<file path="config.mk">
export PLATFORM = sky130hd
export DESIGN_NAME = lane_serializer
export DESIGN_NICKNAME = d
export VERILOG_FILES = /design/src/rtl/ser_pkg.sv /design/src/rtl/ser_word_timer.sv /design/src/rtl/ser_shifter.sv /design/src/rtl/ser_out_mux.sv /design/src/rtl/lane_serializer.sv
export SDC_FILE = /design/constraint.sdc
export NUM_CORES = 1
export LEC_CHECK = 0
export CORE_MARGIN = 3
export CORE_UTILIZATION = 50
export CTS_CLUSTER_SIZE = 25
export DETAILED_ROUTE_END_ITERATION = 16
export PLACE_DENSITY = 0.8
export SLEW_MARGIN = 20
export SYNTH_ARGS = -nofsm -noshare
export SYNTH_HDL_FRONTEND = slang
export SYNTH_SLANG_ARGS = --single-unit
</file>
<file path="constraint.sdc">
create_clock -name clk -period 3.6 [get_ports clk]
set_input_delay 1.08 -clock clk [delete_from_list [all_inputs] [get_ports clk]]
set_output_delay 1.08 -clock clk [all_outputs]
set_load 0.02 [all_outputs]
</file>
<file path="src/rtl/ser_pkg.sv">
`timescale 1ns/1ps
package ser_pkg;
    typedef enum logic [1:0] {
        RATIO_2 = 2'd0,
        RATIO_4 = 2'd1,
        RATIO_8 = 2'd2
    } ratio_e;

    typedef struct packed {
        ratio_e ratio;
        logic   bad;
    } mode_t;

    // low two code bits pick the ratio, upper bit only rescues code 11
    function automatic mode_t decode_mode(input logic [2:0] code);
        mode_t m;
        m.bad = 1'b0;
        unique case (code[1:0])
            2'b00:   m.ratio = RATIO_2;
            2'b01:   m.ratio = RATIO_8;
            2'b10:   m.ratio = RATIO_4;
            default: begin
                m.ratio = RATIO_8;
                m.bad   = ~code[2];
            end
        endcase
        return m;
    endfunction

    function automatic int ratio_len(input ratio_e r, input int width);
        unique case (r)
            RATIO_2: return width / 4;
            RATIO_4: return width / 2;
            default: return width;
        endcase
    endfunction

    function automatic int sample_slot(input int n, input logic [1:0] p);
        return (int'(p) * n) / 4;
    endfunction
endpackage

</file>
<file path="src/rtl/ser_word_timer.sv">
`timescale 1ns/1ps
module ser_word_timer import ser_pkg::*; #(
    parameter int W = 8
) (
    input  logic       clk,
    input  logic       rst_n,
    input  logic [2:0] mode_sel,
    input  logic [1:0] phase_sel,
    output logic       word_stb,
    output logic       last_slot,
    output logic       capture,
    output logic       bad
);
    localparam int CNTW = $clog2(W) + 1;

    typedef struct packed {
        logic [CNTW-1:0] cnt;
        ratio_e          ratio;
        logic            bad;
    } tstate_t;

    tstate_t st_d, st_q;
    logic [CNTW-1:0] len_m1;
    logic [CNTW-1:0] samp;
    mode_t           nxt_mode;

    always_comb begin
        len_m1   = CNTW'(ratio_len(st_q.ratio, W) - 1);
        samp     = CNTW'(sample_slot(ratio_len(st_q.ratio, W), phase_sel));
        nxt_mode = decode_mode(mode_sel);
        st_d     = st_q;
        if (st_q.cnt == len_m1) begin
            st_d.cnt   = '0;
            st_d.ratio = nxt_mode.ratio;
            st_d.bad   = nxt_mode.bad;
        end else begin
            st_d.cnt = st_q.cnt + 1'b1;
        end
    end

    always_ff @(posedge clk or negedge rst_n) begin
        if (!rst_n) begin
            st_q.cnt   <= '0;
            st_q.ratio <= RATIO_8;
            st_q.bad   <= 1'b0;
        end else begin
            st_q <= st_d;
        end
    end

    assign word_stb  = (st_q.cnt == '0);
    assign last_slot = (st_q.cnt == len_m1);
    assign capture   = (st_q.cnt == samp);
    assign bad       = st_q.bad;
endmodule

</file>
<file path="src/rtl/ser_shifter.sv">
`timescale 1ns/1ps
module ser_shifter #(
    parameter int W = 8
) (
    input  logic         clk,
    input  logic         rst_n,
    input  logic [W-1:0] par_data,
    input  logic         capture,
    input  logic         last_slot,
    output logic         tx_bit
);
    typedef struct packed {
        logic [W-1:0] hold;
        logic [W-1:0] sreg;
    } sstate_t;

    sstate_t st_d, st_q;
    logic [W-1:0] cap_val;

    always_comb begin
        cap_val   = capture ? par_data : st_q.hold;
        st_d.hold = cap_val;
        st_d.sreg = last_slot ? cap_val : (st_q.sreg >> 1);
    end

    always_ff @(posedge clk or negedge rst_n) begin
        if (!rst_n) begin
            st_q <= '0;
        end else begin
            st_q <= st_d;
        end
    end

    assign tx_bit = st_q.sreg[0];
endmodule

</file>
<file path="src/rtl/ser_out_mux.sv">
`timescale 1ns/1ps
module ser_out_mux (
    input  logic tx_bit,
    input  logic bad,
    input  logic line_lb_n,
    input  logic lb_data,
    input  logic sys_lb_n,
    output logic ser_out,
    output logic slb_p,
    output logic slb_n
);
    logic tx;

    always_comb begin
        tx      = tx_bit & ~bad;
        ser_out = line_lb_n ? tx : lb_data;
        slb_p   = sys_lb_n ? 1'b0 : tx;
        slb_n   = sys_lb_n ? 1'b1 : ~tx;
    end
endmodule

</file>
<file path="src/rtl/lane_serializer.sv">
`timescale 1ns/1ps
module lane_serializer #(
    parameter int W = 8
) (
    input  logic         clk,
    input  logic         rst_n,
    input  logic [2:0]   mode_sel,
    input  logic [1:0]   phase_sel,
    input  logic [W-1:0] par_data,
    input  logic         line_lb_n,
    input  logic         lb_data,
    input  logic         sys_lb_n,
    output logic         word_stb,
    output logic         ser_out,
    output logic         slb_p,
    output logic         slb_n,
    output logic         mode_error
);
    logic last_slot;
    logic capture;
    logic bad;
    logic tx_bit;

    ser_word_timer #(.W(W)) u_timer (
        .clk       (clk),
        .rst_n     (rst_n),
        .mode_sel  (mode_sel),
        .phase_sel (phase_sel),
        .word_stb  (word_stb),
        .last_slot (last_slot),
        .capture   (capture),
        .bad       (bad)
    );

    ser_shifter #(.W(W)) u_shift (
        .clk       (clk),
        .rst_n     (rst_n),
        .par_data  (par_data),
        .capture   (capture),
        .last_slot (last_slot),
        .tx_bit    (tx_bit)
    );

    ser_out_mux u_mux (
        .tx_bit    (tx_bit),
        .bad       (bad),
        .line_lb_n (line_lb_n),
        .lb_data   (lb_data),
        .sys_lb_n  (sys_lb_n),
        .ser_out   (ser_out),
        .slb_p     (slb_p),
        .slb_n     (slb_n)
    );

    assign mode_error = bad;
endmodule

</file>
## Word level (Yosys, flattened, before mapping)

Index checks and enable logic that the tools add are counted.

- Register bits: 23
- Input bits: 18
- Word-level logic and storage cells: 33

- Add/subtract/negate cells: 3
- Multiply operators: 1
- Equal/unequal tests: 5
- Mux-type cells: 9
- Bitwise gates (word level): 5
- Reductions and logical operators: 5

Operators with widths:

| operator | number |
|---|---|
| $mux W8 | 2 |
| $eq A4 B4 Y1 | 2 |
| $pmux W4 S2 | 1 |
| $mul A2 B4 Y6 | 1 |
| $add A4 B1 Y4 | 1 |
| $add A4 B1 Y4 const B | 1 |
| $eq A2 B1 Y1 const B | 2 |
| $logic_not A2 Y1 | 2 |
| $logic_not A4 Y1 | 1 |
| $mux W1 | 4 |
| $mux W4 | 1 |
| $pmux W2 S2 | 1 |
| $sub A4 B1 Y4 const B | 1 |
| $not A1 Y1 | 3 |
| $reduce_or A3 Y1 | 1 |
| $eq A2 B2 Y1 const B | 1 |
| $reduce_or A2 Y1 | 1 |
| $and A1 B1 Y1 | 1 |
| $and A1 B1 Y1 const A | 1 |

## Depth between registers and ports, before layout

Gate-level depths: netlist (run 1).

- Depth after elaboration: 9
- Mapped depth: 11

## By module

A second synthesis (run 1) with hierarchy kept.

- Cells, all modules: 93
- Area total of the unflattened synthesis: 1,233.7 µm²

By module, submodules not included:

| module | instances | cells each | area an instance (µm²) |
|---|---|---|---|
| ser_shifter | 1 | 34 | 644.4 |
| ser_word_timer | 1 | 54 | 560.5 |
| ser_out_mux | 1 | 5 | 28.8 |

## Worst setup path after synthesis (run 1)

No wires, ideal clock.

- Path kind: in2reg
- Start point: in phase_sel[1]
- End point: reg u_shift.st_q[6] (netlist bit)
- Arrival time: 2,718 ps
- Setup slack: 741 ps
- Cell stages on the path: 9
- Path buffers: 0
- Cells stage by stage: inv_1 -> nor2_1 -> ha_1 -> inv_1 -> fa_1 -> xor2_1 -> nand2_1 -> o41ai_1 -> a31oi_1

RTL lines:

| what | RTL line | RTL |
|---|---|---|
| from (decl) | lane_serializer.sv:8 | `input logic [1:0] phase_sel,` |
| to (signal assigned) | ser_shifter.sv:30 | `st_q <= st_d;` |
| to (decl) | ser_shifter.sv:17 | `sstate_t st_d, st_q;` |

## Final worst setup path (run 1)

- Start point: in line_lb_n
- End point: out ser_out

- Word-level cells in the longest chain between the ends: 1

Ends and longest elaborated chain:

| what | RTL line | RTL |
|---|---|---|
| from (decl) | lane_serializer.sv:10 | `input logic line_lb_n,` |
| $mux W1 | ser_out_mux.sv:16 | `ser_out = line_lb_n ? tx : lb_data;` |
| to (decl) | lane_serializer.sv:14 | `output logic ser_out,` |

Every way passes these cells.

==> results of run 1 <==
==> final cells by class <==
cell class,count,area [µm²],share of cell area [%]
Clock buffer,3,22.5,1.44
Clock inverter,1,7.51,0.480
Inverter,11,41.3,2.64
Multi-Input combinational cell,85,643,41.1
Sequential cell,23,577,36.9
Tap cell,28,35.0,2.24
Timing Repair Buffer,25,238,15.2
==> worst paths after layout <==
| check | slack (ns) | from | depth (start not counted) | endpoint |
|---|---|---|---|---|
| hold reg to reg | 0.52 | u_shift.st_q[12] | 2 | u_shift.st_q[12] |
| max in group asynchronous | 2.36 | rst_n | 2 | u_timer.st_q[2] |
| setup / recovery | 0.1 | line_lb_n | 4 | ser_out |
| setup reg to reg | 0.86 | u_timer.st_q[2] | 9 | u_shift.st_q[2] |
| min in group asynchronous | 0.71 | rst_n | 1 | u_shift.st_q[2] |
| hold / removal | 0.52 | u_shift.st_q[12] | 2 | u_shift.st_q[12] |
==> logic make-up after synthesis <==
group / synth area share [%]
AO/OA/AOI/OAI: 20.3
XOR/XNOR: 7.25
adder cells (fa/ha/maj): 6.38
buffers and inverters: 5.80
flip-flops: 44.5
multiplexers: 0.870
AND/OR/NAND/NOR: 14.9
==> sequential cells by signal (all words and copies together) (netlist names) <==
name            flops
u_timer.bad         1
u_shift.st_q       15
u_timer.st_q        6
u_shift.tx_bit      1
==> per-stage QoR <==
stage / hold slack [ns] / power [mW] / setup WS (ns)
5_1_grt: 0.555 / 1.38 / 0.0407
3_3_place_gp: 0.480 / 1.11 / 0.0183
3_5_place_dp: 0.486 / 1.14 / -0.0651
6_report: 0.515 / 1.26 / 0.0992
2_1_floorplan: 0.461 / 0.989 / 0.741
4_1_cts: 0.516 / 1.27 / 0.0792
==> where the power goes <==
| group | internal, mW | total (mW) | switching (mW) |
|---|---|---|---|
| Clock | 0.0423 | 0.122 | 0.0801 |
| Combinational | 0.302 | 0.694 | 0.392 |
| Sequential | 0.370 | 0.444 | 0.0741 |
==> routing by layer <==
metal	global-route usage, %	wire length, µm	part of all wire, %	vias up
met1	24.6	1150	42	470
li1	-	-	-	499
met2	33.0	1400	51	28
met3	4.37	177	6.5	2
met5	0	0	0	-
met4	4.64	13	0.47	0
==> worst max-delay path: stages <==
cell             delay (ns)
clkdlybuf4s50_1        0.45
nor2b_1                0.15
a31o_2                 0.14
clkdlybuf4s50_1        0.60
==> cell usage in the layout, fill, tap and decap left out, types with 2 or more instances in the layout <==
cell             instances
nor2b_1                  2
dfrtp_1                 22
o2111ai_1                8
nand2_1                 10
o41ai_1                  8
xnor2_1                  5
xor2_1                   3
ha_1                     5
clkdlybuf4s50_1         21
inv_1                   11
o21ai_0                  3
clkbuf_4                 3
nor2_1                  12
buf_4                    3
and2_1                   3
a31oi_1                  7
nand3b_1                 2
==> metrics, run 1 <==
crit end category=primary output; Mapped Cells=between 100 and 150; Max Clock Freq=286 MHz; count leader, synth=dfrtp_1; Final Hold Viols=0; min Tclk post-route=3.50 ns; setup violators final=0; post-synth cell types=37; nets=173; Layout Cells excl Fill=about 180; Main synth FF type=dfrtp_1; DR DRC count=0; RSZ-0062 raised after global routing=no; initial antenna violation count=0; Synth area leader=dfrtp_1; area grow syn2layout=20.8%; Diodes inserted=0; mean routed wirelength per cell=roughly 16 µm; CTS tree=built; PostCTS Resize Cnt=0; register area share after synthesis=44.5%; largest net degree at the start of global routing=24; Worst VDD drop=0.000454 V; Yosys reg bits=23; Setup Fix Bufs, Post-CTS=0; Slew HR=48.9%; DRT Pass-1 Iters=4; gpl congestion=between 0.8 and 0.9; global route overflow=0; Placed Instances=~170; # port buffers=22; initial core utilization=a little under three fifths; clk slew on worst S/H paths=approximately 0.14 ns; Synth top area share=between 40% and 50%; number of enable flip-flop cells after synthesis=0; Layout Utilization=66.8%; Die Wd=56.9 µm; number of H-tree levels=1; Iter 0 DRT Violations=34; Die ar.=3240 µm²; synthesized area=1290 µm²; Worst Tran Pin Value=0.761 ns; critical path type=input port to primary output; worst-skew pair later-pin latency=0.31 ns; Fillers=188; hold buffers post-CTS=0; first-pass GRT wire length=4.93 mm; routed vias=999; final clock skew=0.0116 ns; status=complete, no violations; Crit Path Max Fanout=2; Leak Pwr=just under 0.7 nW; CTS Buffer Depth=2; async set-reset flop share out of synthesis=100%; Die H=56.9 µm; vias in the first global route=1,019; final slew viol count=0; Worst Path Required=2.52 ns; remaining antenna violation count=0; core area=about 2300 µm²; Setup crit start kind=input port; post-route cell area=1560 µm²; DRT Wirelength=2.74 mm; Num Clock Sinks=23; DP HPWL=2.05 mm; Ports=23; FP Rows=17; GRT Overall Usage=between 10% and 20%; routed vias/inst=roughly 5.7; Syn. warnings=0; Root Buffer=clkbuf_4; Commonest cells post-synth=22 x dfrtp_1, 12 x nor2_1, 11 x inv_1, 10 x nand2_1; hold crit path type=register to register; setup TNS=0 ns; Synth area leaders=dfrtp_1 43%, o2111ai_1 5.4%, o41ai_1 5.4%; Syn Area/Cell=10.4 µm²; worst path arrival time=approximately 2.4 ns; total CTS buffers=3; Pwr per Cell Area=806 nW/µm²; crit share post-route=a little over nine tenths; max-cap violation count=0; Area after DPL=1540 µm²; layout cells sized above 1=10.1%; Mapped Nets=149
(Power assumes the default switching activity.)
==> run 2: changes to the inputs <==
Settings changed: SLEW_MARGIN 20 to not set.
==> metrics, run 2 (synthesis gave the netlist of run 1 again) <==
crit share post-route=97.2%; final slew viol count=0; grt peak-use layer=met2; Final Hold Viols=0; sw power=546 µW; status=complete, no violations; Setup Fix Bufs, Post-CTS=0; RSZ-0062 raised after global routing=no; hold buffers post-CTS=0; area grow syn2layout=21.2%; Diodes inserted=0; critical path type=input port to primary output; worst path cell trace=clkdlybuf4s50_1 > nor2b_1 > a31o_2 > clkdlybuf4s50_1; final clock skew=0.0116 ns; crit end category=primary output; worst path arrival time=2.42 ns; max incr delay on CP=0.60 ns; DR DRC count=0; GRT Overall Usage=19.3%; Sw Share=43.3%; routed vias/inst=5.67; Seq pwr share=35.2%; DRT Wirelength=2.73 mm; core area=around 2300 µm²; Pwr per Cell Area=803 nW/µm²; initial core utilization=55.3%; Max Clock Freq=286 MHz; GR Util met3=under 10%; vias in the first global route=1,019; Iter 0 DRT Violations=33; Slew HR=approximately 32%; commonest non-fill, non-tap cells in the layout=22 x clkdlybuf4s50_1, 22 x dfrtp_1, 12 x nor2_1, 11 x inv_1, 10 x nand2_1; Clk pwr share=9.7%; routed vias=998; FP Rows=17; initial antenna violation count=0; setup violators final=0; setup TNS=0 ns; Largest register FFs=15; DP HPWL=about 2.0 mm; # port buffers=22; min Tclk post-route=roughly 3.5 ns; number of H-tree levels=1; clk slew on worst S/H paths=0.14 ns; PostCTS Resize Cnt=0; Setup crit start kind=input port; met1 Use GR=around a quarter; CTS Buffer Depth=2; max-cap violation count=0; Biggest register=u_shift.st_q; Leak Pwr=0.685 nW; crit path buf inv count=2; first-pass GRT wire length=4.93 mm; total CTS buffers=3; largest net degree at the start of global routing=24; layout cells sized above 1=9.46%; Die H=56.9 µm; Worst VDD drop=~0.00045 V; Worst Path Required=2.52 ns; Root Buffer=clkbuf_4; CP max-delay cell=clkdlybuf4s50_1; remaining antenna violation count=0; Die Wd=~57 µm; Worst path top cell family by delay=buffers and inverters; CTS tree=built; DRT Pass-1 Iters=4; gpl congestion=0.844; Num Clock Sinks=23; GR Layer Usage met2=33.0%; Internal=715 µW; CP dominant cell by count=clkdlybuf4s50_1; mean routed wirelength per cell=between 15 and 20 µm; global route overflow=0; nets=~170; hold crit path type=register to register; Crit Path Max Fanout=2; Die ar.=3240 µm²; Worst Tran Pin Value=1.02 ns; Largest regs=u_shift.st_q (15), u_timer.st_q (6); worst-skew pair later-pin latency=0.31 ns; Ports=23; Comb power frac=55.1%; Total Power=1.26 mW
-- run 2: cell count changes in the layout (fill, tap and decap cells not counted) --
cell             delta
clkdlybuf4s50_1     +1
buf_2               -1
-- run 2: worst paths after layout --
| kind | from | to | slack [ns] | depth (start not counted) |
|---|---|---|---|---|
| hold / removal | u_shift.st_q[12] | u_shift.st_q[12] | 0.52 | 2 |
| hold reg to reg | u_shift.st_q[12] | u_shift.st_q[12] | 0.52 | 2 |
| max in group asynchronous | rst_n | u_timer.st_q[2] | 1.60 | 2 |
| min in group asynchronous | rst_n | u_shift.st_q[2] | 1.30 | 1 |
| setup reg to reg | u_timer.st_q[2] | u_shift.st_q[2] | 0.85 | 9 |
| setup / recovery | line_lb_n | ser_out | 0.1 | 4 |
-- run 2: cell type report --
| type | count | area, µm² |
|---|---|---|
| fill | 188 | 771 |
| multi-input combinational | 85 | 643 |
| sequential | 23 | 577 |
| timing repair buffer | 25 | 243 |
| inverter | 11 | 41.3 |
| tap | 28 | 35.0 |
| clock buffer | 3 | 22.5 |
| clock inverter | 1 | 7.51 |
-- run 2: stage by stage --
step | std cells | worst slack (ns) | util [%] | hold slack (ns) | area (µm²)
after global placement | 172 | 0.0183 | 65.8 | 0.480 | 1540
after CTS | 176 | 0.0792 | 67.1 | 0.516 | 1570
final | 176 | 0.0993 | 67.1 | 0.515 | 1570
after detailed placement | 172 | -0.0651 | 65.8 | 0.486 | 1540
after global routing | 176 | 0.0407 | 67.1 | 0.555 | 1570
after floorplan | 125 | 0.741 | - | 0.461 | 1290
-- run 2: worst reg2reg max path: cells and delay by family, from the launching register on --
| family | cells | cell delay (ns) |
|---|---|---|
| adder cells (fa/ha/maj) | 2 | 0.69 |
| buffers and inverters | 1 | 0.06 |
| flip-flops | 1 | 0.43 |
| AO/OA/AOI/OAI | 2 | 0.62 |
| XOR/XNOR | 1 | 0.18 |
| AND/OR/NAND/NOR | 3 | 0.64 |
-- run 2: power by group through the flow --
stage	Combinational (mW)	Clock, mW	Sequential, mW
finish	0.695	0.122	0.444
global route	0.783	0.140	0.460
detailed placement	0.695	0	0.447
floorplan	0.577	0	0.412
CTS	0.698	0.128	0.443
global placement	0.669	0	0.442
-- run 2: routing by layer --
layer	vias to the layer above	routed length, µm
met4	0	13
met3	2	176
met1	469	1150
met2	28	1400
met5	-	0
li1	499	-
